$ cat config.mk
export PLATFORM = sky130hd
export DESIGN_NAME = pairreg_file
export DESIGN_NICKNAME = d
export VERILOG_FILES = /design/src/rtl/pairreg_pkg.sv /design/src/rtl/pairreg_step_add.sv /design/src/rtl/pairreg_adder.sv /design/src/rtl/pairreg_bank.sv /design/src/rtl/pairreg_file.sv
export SDC_FILE = /design/constraint.sdc
export NUM_CORES = 1
export LEC_CHECK = 0
export BUFFER_PORTS_ARGS = -buffer_cell sky130_fd_sc_hd__buf_2
export CAP_MARGIN = 20
export CORE_UTILIZATION = 45
export CTS_BUF_LIST = sky130_fd_sc_hd__clkbuf_8 sky130_fd_sc_hd__clkbuf_16
export DETAILED_ROUTE_END_ITERATION = 12
export PLACE_DENSITY = 0.77
export REMOVE_ABC_BUFFERS = 1
export SLEW_MARGIN = 5
export SYNTH_ARGS = -nofsm -noshare
export SYNTH_HDL_FRONTEND = slang
export SYNTH_HIERARCHICAL = 1
export SYNTH_SLANG_ARGS = --single-unit
$ cat constraint.sdc
create_clock -name clk -period 3.9 [get_ports clk]
set_input_delay 0.195 -clock clk [delete_from_list [all_inputs] [get_ports clk]]
set_output_delay 0.195 -clock clk [all_outputs]
set_load 0.05 [all_outputs]
$ cat src/rtl/pairreg_pkg.sv
// Package: shared indices, encodings and helpers for the byte/pair register file.
// Assumes exactly seven byte registers; the pair layout is fixed by the architecture.
package pairreg_pkg;

    localparam int unsigned NUM_REGS = 7;
    localparam int unsigned IDX_W    = 3;
    localparam int unsigned SEL_W    = 2;

    typedef enum logic [IDX_W-1:0] {
        REG_A = 3'd0, REG_B = 3'd1, REG_C = 3'd2, REG_D = 3'd3,
        REG_E = 3'd4, REG_H = 3'd5, REG_L = 3'd6
    } reg_idx_e;

    typedef enum logic [SEL_W-1:0] {
        PAIR_BC = 2'd0, PAIR_DE = 2'd1, PAIR_HL = 2'd2
    } pair_sel_e;

    typedef enum logic {
        ADD_IDLE = 1'b0,
        ADD_HIGH = 1'b1
    } add_state_e;

    // Index of the high-byte register of a pair (valid for select 0..2).
    function automatic logic [IDX_W-1:0] pair_hi_idx(input logic [SEL_W-1:0] sel);
        return {sel, 1'b1};
    endfunction

    // Index of the low-byte register of a pair (valid for select 0..2).
    function automatic logic [IDX_W-1:0] pair_lo_idx(input logic [SEL_W-1:0] sel);
        return {sel, 1'b1} + 3'd1;
    endfunction

    // True when a select value names a real pair.
    function automatic logic pair_valid(input logic [SEL_W-1:0] sel);
        return sel != 2'd3;
    endfunction

endpackage

$ cat src/rtl/pairreg_step_add.sv
// Module: one byte-wide add step with carry in and carry out.
// Assumes nothing about operand origin; purely combinational.
module pairreg_step_add #(
    parameter int unsigned DW = 8
) (
    input  logic [DW-1:0] a_i,
    input  logic [DW-1:0] b_i,
    input  logic          cin_i,
    output logic [DW-1:0] sum_o,
    output logic          cout_o
);

    // Full add of two bytes plus incoming carry.
    always_comb begin
        {cout_o, sum_o} = {1'b0, a_i} + {1'b0, b_i} + {{DW{1'b0}}, cin_i};
    end

endmodule

$ cat src/rtl/pairreg_adder.sv
// Module: sequencer for the 16-bit pair-add on a single byte-wide adder.
// Step 1 on the accepting edge: L + src_lo, carry kept; step 2 on the next edge:
// H + src_hi + kept carry. src_hi is captured at start so later writes cannot
// disturb the operand. Assumes the caller applies lo/hi writes with top priority.
module pairreg_adder
    import pairreg_pkg::*;
#(
    parameter int unsigned DW = 8
) (
    input  logic             clk,
    input  logic             rst_n,
    input  logic             start_i,
    input  logic [SEL_W-1:0] src_sel_i,
    input  logic [DW-1:0]    src_lo_i,
    input  logic [DW-1:0]    src_hi_i,
    input  logic [DW-1:0]    l_i,
    input  logic [DW-1:0]    h_i,
    output logic             busy_o,
    output logic             done_o,
    output logic             carry_o,
    output logic             lo_we_o,
    output logic [DW-1:0]    lo_wd_o,
    output logic             hi_we_o,
    output logic [DW-1:0]    hi_wd_o
);

    add_state_e    state_q;
    logic [DW-1:0] hi_opnd_q;
    logic          c_mid_q;
    logic          done_q;
    logic          carry_q;

    logic          accept;
    logic [DW-1:0] op_a, op_b, sum;
    logic          op_cin, cout;

    // Command acceptance: idle and a real pair selected.
    always_comb begin
        accept = start_i && (state_q == ADD_IDLE) && pair_valid(src_sel_i);
    end

    // Operand steering into the shared byte adder.
    always_comb begin
        if (state_q == ADD_HIGH) begin
            op_a   = h_i;
            op_b   = hi_opnd_q;
            op_cin = c_mid_q;
        end else begin
            op_a   = l_i;
            op_b   = src_lo_i;
            op_cin = 1'b0;
        end
    end

    pairreg_step_add #(.DW(DW)) u_step (
        .a_i    (op_a),
        .b_i    (op_b),
        .cin_i  (op_cin),
        .sum_o  (sum),
        .cout_o (cout)
    );

    // Step control: sequence low then high step, latch carry, pulse done.
    always_ff @(posedge clk) begin
        if (!rst_n) begin
            state_q   <= ADD_IDLE;
            hi_opnd_q <= '0;
            c_mid_q   <= 1'b0;
            done_q    <= 1'b0;
            carry_q   <= 1'b0;
        end else begin
            done_q <= 1'b0;
            case (state_q)
                ADD_IDLE: begin
                    if (accept) begin
                        hi_opnd_q <= src_hi_i;
                        c_mid_q   <= cout;
                        state_q   <= ADD_HIGH;
                    end
                end
                default: begin
                    carry_q <= cout;
                    done_q  <= 1'b1;
                    state_q <= ADD_IDLE;
                end
            endcase
        end
    end

    assign busy_o  = (state_q == ADD_HIGH);
    assign done_o  = done_q;
    assign carry_o = carry_q;
    assign lo_we_o = accept;
    assign lo_wd_o = sum;
    assign hi_we_o = (state_q == ADD_HIGH);
    assign hi_wd_o = sum;


    accept_busy_chk: assert property (@(posedge clk) disable iff (!rst_n)
        accept |=> busy_o);

    busy_done_chk: assert property (@(posedge clk) disable iff (!rst_n)
        busy_o |=> (done_o && !busy_o));

    done_single_chk: assert property (@(posedge clk) disable iff (!rst_n)
        done_o |=> !done_o);

    carry_hold_chk: assert property (@(posedge clk) disable iff (!rst_n)
        !done_o |-> $stable(carry_o));

    bad_sel_chk: assert property (@(posedge clk) disable iff (!rst_n)
        (start_i && !busy_o && !pair_valid(src_sel_i)) |=> !busy_o);

endmodule

$ cat src/rtl/pairreg_bank.sv
// Module: storage for the seven byte registers with per-register write priority.
// Priority per register: adder step > pair write > byte write. A byte write is
// dropped whenever a pair write is enabled. Assumes invalid selects/indices are no-ops.
module pairreg_bank
    import pairreg_pkg::*;
#(
    parameter int unsigned DW = 8
) (
    input  logic                         clk,
    input  logic                         rst_n,
    input  logic                         byte_we_i,
    input  logic [IDX_W-1:0]             byte_idx_i,
    input  logic [DW-1:0]                byte_wd_i,
    input  logic                         pair_we_i,
    input  logic [SEL_W-1:0]             pair_sel_i,
    input  logic [2*DW-1:0]              pair_wd_i,
    input  logic                         lo_we_i,
    input  logic [DW-1:0]                lo_wd_i,
    input  logic                         hi_we_i,
    input  logic [DW-1:0]                hi_wd_i,
    output logic [NUM_REGS-1:0][DW-1:0]  regs_o
);

    logic [IDX_W-1:0] pw_hi, pw_lo;
    logic             pw_ok;

    // Decode which registers a pair write targets.
    always_comb begin
        pw_hi = pair_hi_idx(pair_sel_i);
        pw_lo = pair_lo_idx(pair_sel_i);
        pw_ok = pair_we_i && pair_valid(pair_sel_i);
    end

    for (genvar i = 0; i < NUM_REGS; i++) begin : g_reg
        localparam logic [IDX_W-1:0] MY_IDX = IDX_W'(i);
        localparam bit IS_L = (i == int'(REG_L));
        localparam bit IS_H = (i == int'(REG_H));

        logic          eng_we;
        logic [DW-1:0] eng_wd;
        logic          hit_phi, hit_plo, hit_byte;
        logic [DW-1:0] q;

        // Select the adder write that may target this register.
        always_comb begin
            eng_we = IS_L ? lo_we_i : (IS_H ? hi_we_i : 1'b0);
            eng_wd = IS_L ? lo_wd_i : hi_wd_i;
        end

        // Port write hits for this register.
        always_comb begin
            hit_phi  = pw_ok && (pw_hi == MY_IDX);
            hit_plo  = pw_ok && (pw_lo == MY_IDX);
            hit_byte = byte_we_i && !pair_we_i && (byte_idx_i == MY_IDX);
        end

        // Register update with fixed priority.
        always_ff @(posedge clk) begin
            if (!rst_n) begin
                q <= '0;
            end else if (eng_we) begin
                q <= eng_wd;
            end else if (hit_phi) begin
                q <= pair_wd_i[2*DW-1:DW];
            end else if (hit_plo) begin
                q <= pair_wd_i[DW-1:0];
            end else if (hit_byte) begin
                q <= byte_wd_i;
            end
        end

        assign regs_o[i] = q;
    end


    pair_over_byte_chk: assert property (@(posedge clk) disable iff (!rst_n)
        (pair_we_i && byte_we_i && (byte_idx_i == REG_A)) |=> $stable(regs_o[REG_A]));

endmodule

$ cat src/rtl/pairreg_file.sv
// Module: top of the byte/pair register file with two-step pair adder.
// Reads are combinational; HL is always presented as the operand address.
// Assumes a synchronous active-low reset.
module pairreg_file
    import pairreg_pkg::*;
#(
    parameter int unsigned DW = 8,
    localparam int unsigned PW = 2 * DW
) (
    input  logic             clk,
    input  logic             rst_n,
    input  logic [2:0]       byte_rd_idx,
    output logic [DW-1:0]    byte_rd_data,
    input  logic             byte_wr_en,
    input  logic [2:0]       byte_wr_idx,
    input  logic [DW-1:0]    byte_wr_data,
    input  logic [1:0]       pair_rd_sel,
    output logic [PW-1:0]    pair_rd_data,
    input  logic             pair_wr_en,
    input  logic [1:0]       pair_wr_sel,
    input  logic [PW-1:0]    pair_wr_data,
    output logic [PW-1:0]    mem_addr,
    input  logic             add_start,
    input  logic [1:0]       add_src_sel,
    output logic             add_busy,
    output logic             add_done,
    output logic             carry_flag
);

    logic [NUM_REGS-1:0][DW-1:0] regs;
    logic [NUM_REGS:0][DW-1:0]   rview;
    logic                        lo_we, hi_we;
    logic [DW-1:0]               lo_wd, hi_wd;
    logic [PW-1:0]               src_pair;

    pairreg_bank #(.DW(DW)) u_bank (
        .clk        (clk),
        .rst_n      (rst_n),
        .byte_we_i  (byte_wr_en),
        .byte_idx_i (byte_wr_idx),
        .byte_wd_i  (byte_wr_data),
        .pair_we_i  (pair_wr_en),
        .pair_sel_i (pair_wr_sel),
        .pair_wd_i  (pair_wr_data),
        .lo_we_i    (lo_we),
        .lo_wd_i    (lo_wd),
        .hi_we_i    (hi_we),
        .hi_wd_i    (hi_wd),
        .regs_o     (regs)
    );

    // Read view padded with a zero entry for the unused index.
    always_comb begin
        rview = {{DW{1'b0}}, regs};
    end

    // Byte, pair, source-pair and address read muxes.
    always_comb begin
        byte_rd_data = rview[byte_rd_idx];
        pair_rd_data = pair_valid(pair_rd_sel)
                     ? {rview[pair_hi_idx(pair_rd_sel)], rview[pair_lo_idx(pair_rd_sel)]}
                     : '0;
        src_pair     = pair_valid(add_src_sel)
                     ? {rview[pair_hi_idx(add_src_sel)], rview[pair_lo_idx(add_src_sel)]}
                     : '0;
        mem_addr     = {regs[REG_H], regs[REG_L]};
    end

    pairreg_adder #(.DW(DW)) u_adder (
        .clk       (clk),
        .rst_n     (rst_n),
        .start_i   (add_start),
        .src_sel_i (add_src_sel),
        .src_lo_i  (src_pair[DW-1:0]),
        .src_hi_i  (src_pair[PW-1:DW]),
        .l_i       (regs[REG_L]),
        .h_i       (regs[REG_H]),
        .busy_o    (add_busy),
        .done_o    (add_done),
        .carry_o   (carry_flag),
        .lo_we_o   (lo_we),
        .lo_wd_o   (lo_wd),
        .hi_we_o   (hi_we),
        .hi_wd_o   (hi_wd)
    );


    bc_write_chk: assert property (@(posedge clk) disable iff (!rst_n)
        (pair_wr_en && (pair_wr_sel == PAIR_BC)) |=>
        ({regs[REG_B], regs[REG_C]} == $past(pair_wr_data)));

endmodule

==> results.cfg <==
[yosys]
ys_ff_latch = 68
synth_top_cell_by_area = dfxtp_1
yosysTopAreaCellShare_pct = 23.91
synth_cell_types = 58
synth-edff-count = 0
avgSynthCellArea_um2 = 8.856
synthTopCellsByArea = dfxtp_1 24%, mux2i_1 8.8%, o21ai_0 6.5%
synth_flop_cell = dfxtp_1
ys_seq_area_share_pct = 23.91
syn_area_um2 = 5694
netlist_instances = 643
yosysWarnings = 6
yosysMostFrequentCell = o21ai_0
async_flop_share_pct = 0
synth_commonest_cells = 74 x o21ai_0, 68 x dfxtp_1, 50 x mux2i_1

[cells_and_area]
seq_area_um2 = 1363
area_growth_pct = 12.13
final_nets = 731
multiInputGateArea_um2 = 3815
drive_gt1_share_pct = 24.85
design_area_um2 = 6385
diodes = 0
fill_cells = 1127

[power]
p_int_mw = 1.625
seqPwrFrac_pct = 32.4
pwr-share-clk_pct = 40.6
p_leak_nw = 2.639
switching_share_pct = 33.10
combPwrFrac_pct = 27.0
p_switching_mw = 0.8038
ir_drop_uv = 246.8
cellPowerDensity_nw_per_um2 = 380.3

[floorplanning]
die-area_um2 = 13110
rows = 40
start_util_pct = 46.82
dieWidth_um = 114.5
die_h_um = 114.5
ios = 84
core_um2 = 12160

[critical_path]
r2r_end = u_bank/g_reg[6].q[6]$_SDFFE_PN0P_
slowest_delay_ns = 0.48
cpMaxStageDelayCell = mux4_1
r2r_start = u_bank/g_reg[6].q[0]$_SDFFE_PN0P_
worstPathMaxFanout = 6
path_depth = 11
path_cells = mux4_1 > nor2b_1 > mux2_2 > fa_1 > fa_1 > a21oi_1 > nor2b_1 > a31oi_1 > xnor2_1 > nand2b_1 > a41o_1
cp-endpoint = u_bank/g_reg[6].q[6]$_SDFFE_PN0P_
endpoint_kind = flop
cp.required_ns = 4.15
critPathKind = flop to flop
path_buf_inv = 0
arrival_ns = 3.55
start_kind = flop
crit_start = u_bank/g_reg[6].q[0]$_SDFFE_PN0P_
r2r.worst_path.cells = 11
rrSetupSlack_ns = 0.59
path_delay_family = adder cells

[placement]
place_area_um2 = 6006
place.port_buffers = 83
dpl.hpwl_um = 13580
gp_congestion = 0.9846

[route]
routed_wl_um = 20150
via_per_inst = 6.709
dr.pass1.iters = 5
first_iter_violations = 577
wl_per_cell_um = 23.65
postRouteAntennaNets = 0
vias = 5716
drc = 0

[sta]
slew_viol_final = 0
worst_clock_skew_ns = 0.004348
slew_headroom_pct = 34.34
worst_pin_slew_ns = 0.9817
period_minus_slack_ns = 3.306
setup_tns_ns = 0
grt_setup_unrepaired = false
fin_crit_sh_pct = 84.76
hold_viol = 0
fmax_ghz = 0.3025
finalSetupViolCount = 0

[status]
status = finished, final reports clean

[clock_tree]
ctsHoldBuffers = 0
worstSkewPairLatency_ns = 0.35
numClockSinks = 68
numCtsBuffers = 9
cts_buffer_depth = 2
htree_levels = 3
cts_tree = yes
root_buffer = clkbuf_16
clkTransAtPathRegs_ns = 0.06
post-cts-setup-buffers = 0
cts_resized = 0

[global_routing]
grt_max_degree = 59
grt_pass1_wl_um = 30890
antenna_found_initial = 0
grt_pass1_vias = 5562
grt_usage_pct = 31.55
gr-total-overflow = 0

[flow_run]
max_cap_violations = 0

[worst_hold_path]
hold_class = primary input to flop
registers in the layout, indices dropped and copies added, names as in the netlist:
name,cells
u_adder/busy_o,1
u_adder/c_mid_q,1
u_adder/carry_o,1
u_adder/done_o,1
u_adder/hi_opnd_q,8
u_bank/g.q,56
metrics by stage:
step	hold WS, ns	instances	setup slack (ns)	util [%]	total power [mW]
after global placement	0.4394	835	0.6733	49.38	1.423
after CTS	0.1424	851	0.6014	52.27	2.422
after global routing	0.1743	852	0.4784	52.50	2.507
after detailed placement	0.4450	835	0.5795	49.38	1.436
final	0.1533	852	0.5945	52.50	2.428
after floorplan	0.3167	567	0.1061	-	1.204
worst min-delay path by stage:
stage,startpoint,to,slack [ns],cells after the start
finish,byte_wr_data[4],u_bank/g_reg[0].q[4]$_SDFFE_PN0P_,0.15,3
global route,byte_wr_data[0],u_bank/g_reg[0].q[0]$_SDFFE_PN0P_,0.17,3
CTS,byte_wr_data[3],u_bank/g_reg[0].q[3]$_SDFFE_PN0P_,0.14,3
detailed placement,u_adder/c_mid_q$_SDFFE_PN0P_,u_adder/c_mid_q$_SDFFE_PN0P_,0.45,2
global placement,u_adder/hi_opnd_q[0]$_SDFFE_PN0P_,u_adder/hi_opnd_q[0]$_SDFFE_PN0P_,0.44,2
floorplan,rst_n,u_adder/busy_o$_SDFF_PP0_,0.32,1
cell families after synthesis:
group	count (synthesis)	synth area share, %
AO/OA/AOI/OAI	208	27.45
AND/OR/NAND/NOR	173	16.85
buffers and inverters	96	9.339
multiplexers	82	19.01
flip-flops	68	23.91
adder cells (fa/ha/maj)	11	2.681
XOR/XNOR	5	0.7690
power by group through the flow:
stage,clock network (mW),registers [mW],logic (mW)
3_5_place_dp,0,0.800,0.636
6_report,0.986,0.788,0.655
2_1_floorplan,0,0.837,0.366
3_3_place_gp,0,0.798,0.625
4_1_cts,0.997,0.785,0.640
5_1_grt,1.03,0.792,0.688
worst register-to-register path, delay by kind of cell, from the launching register on:
family / cells / cell delay, ns
flip-flops: 1 / 0.36
XOR/XNOR: 1 / 0.11
AO/OA/AOI/OAI: 3 / 0.70
multiplexers: 2 / 0.76
adder cells (fa/ha/maj): 2 / 0.88
AND/OR/NAND/NOR: 3 / 0.41
area by class of cell:
cell class                 count  share of cell area, %
clock buffer                  11                  3.958
clock inverter                 5                  1.548
inverter                      20                  1.176
multi-input combinational    479                  59.75
sequential                    68                  21.34
tap                          168                  3.292
timing repair buffer         101                  8.936
cells in the final DEF, fill, tap and decap left out, drive strengths merged, types with 4 or more instances in the layout:
cell type	netlist	routed
buf	48	101
a31oi	33	33
a41o	16	16
dfxtp	68	68
o221a	8	8
a21boi	8	8
mux2i	50	50
a2bb2oi	15	15
o211ai	16	16
nor2	19	19
and2	4	4
nand4b	16	16
ha	9	9
a221oi	8	8
mux4	16	16
nand2	39	39
a21oi	5	5
a2111oi	16	16
inv	20	21
nand2b	19	19
nor2b	24	24
o21ai	74	74
mux2	16	16
clkbuf	28	11
xnor2	4	4
nand3	41	41
layer usage:
metal | part of all wire, % | routed length [um] | GRT usage (%)
met5 | 0 | 0 | 0
met4 | 5.2 | 1050 | 18.10
met2 | 45 | 9096 | 49.45
met3 | 10 | 2110 | 8.205
met1 | 39 | 7895 | 39.21
No activity file was read; power rests on OpenSTA's default activity.
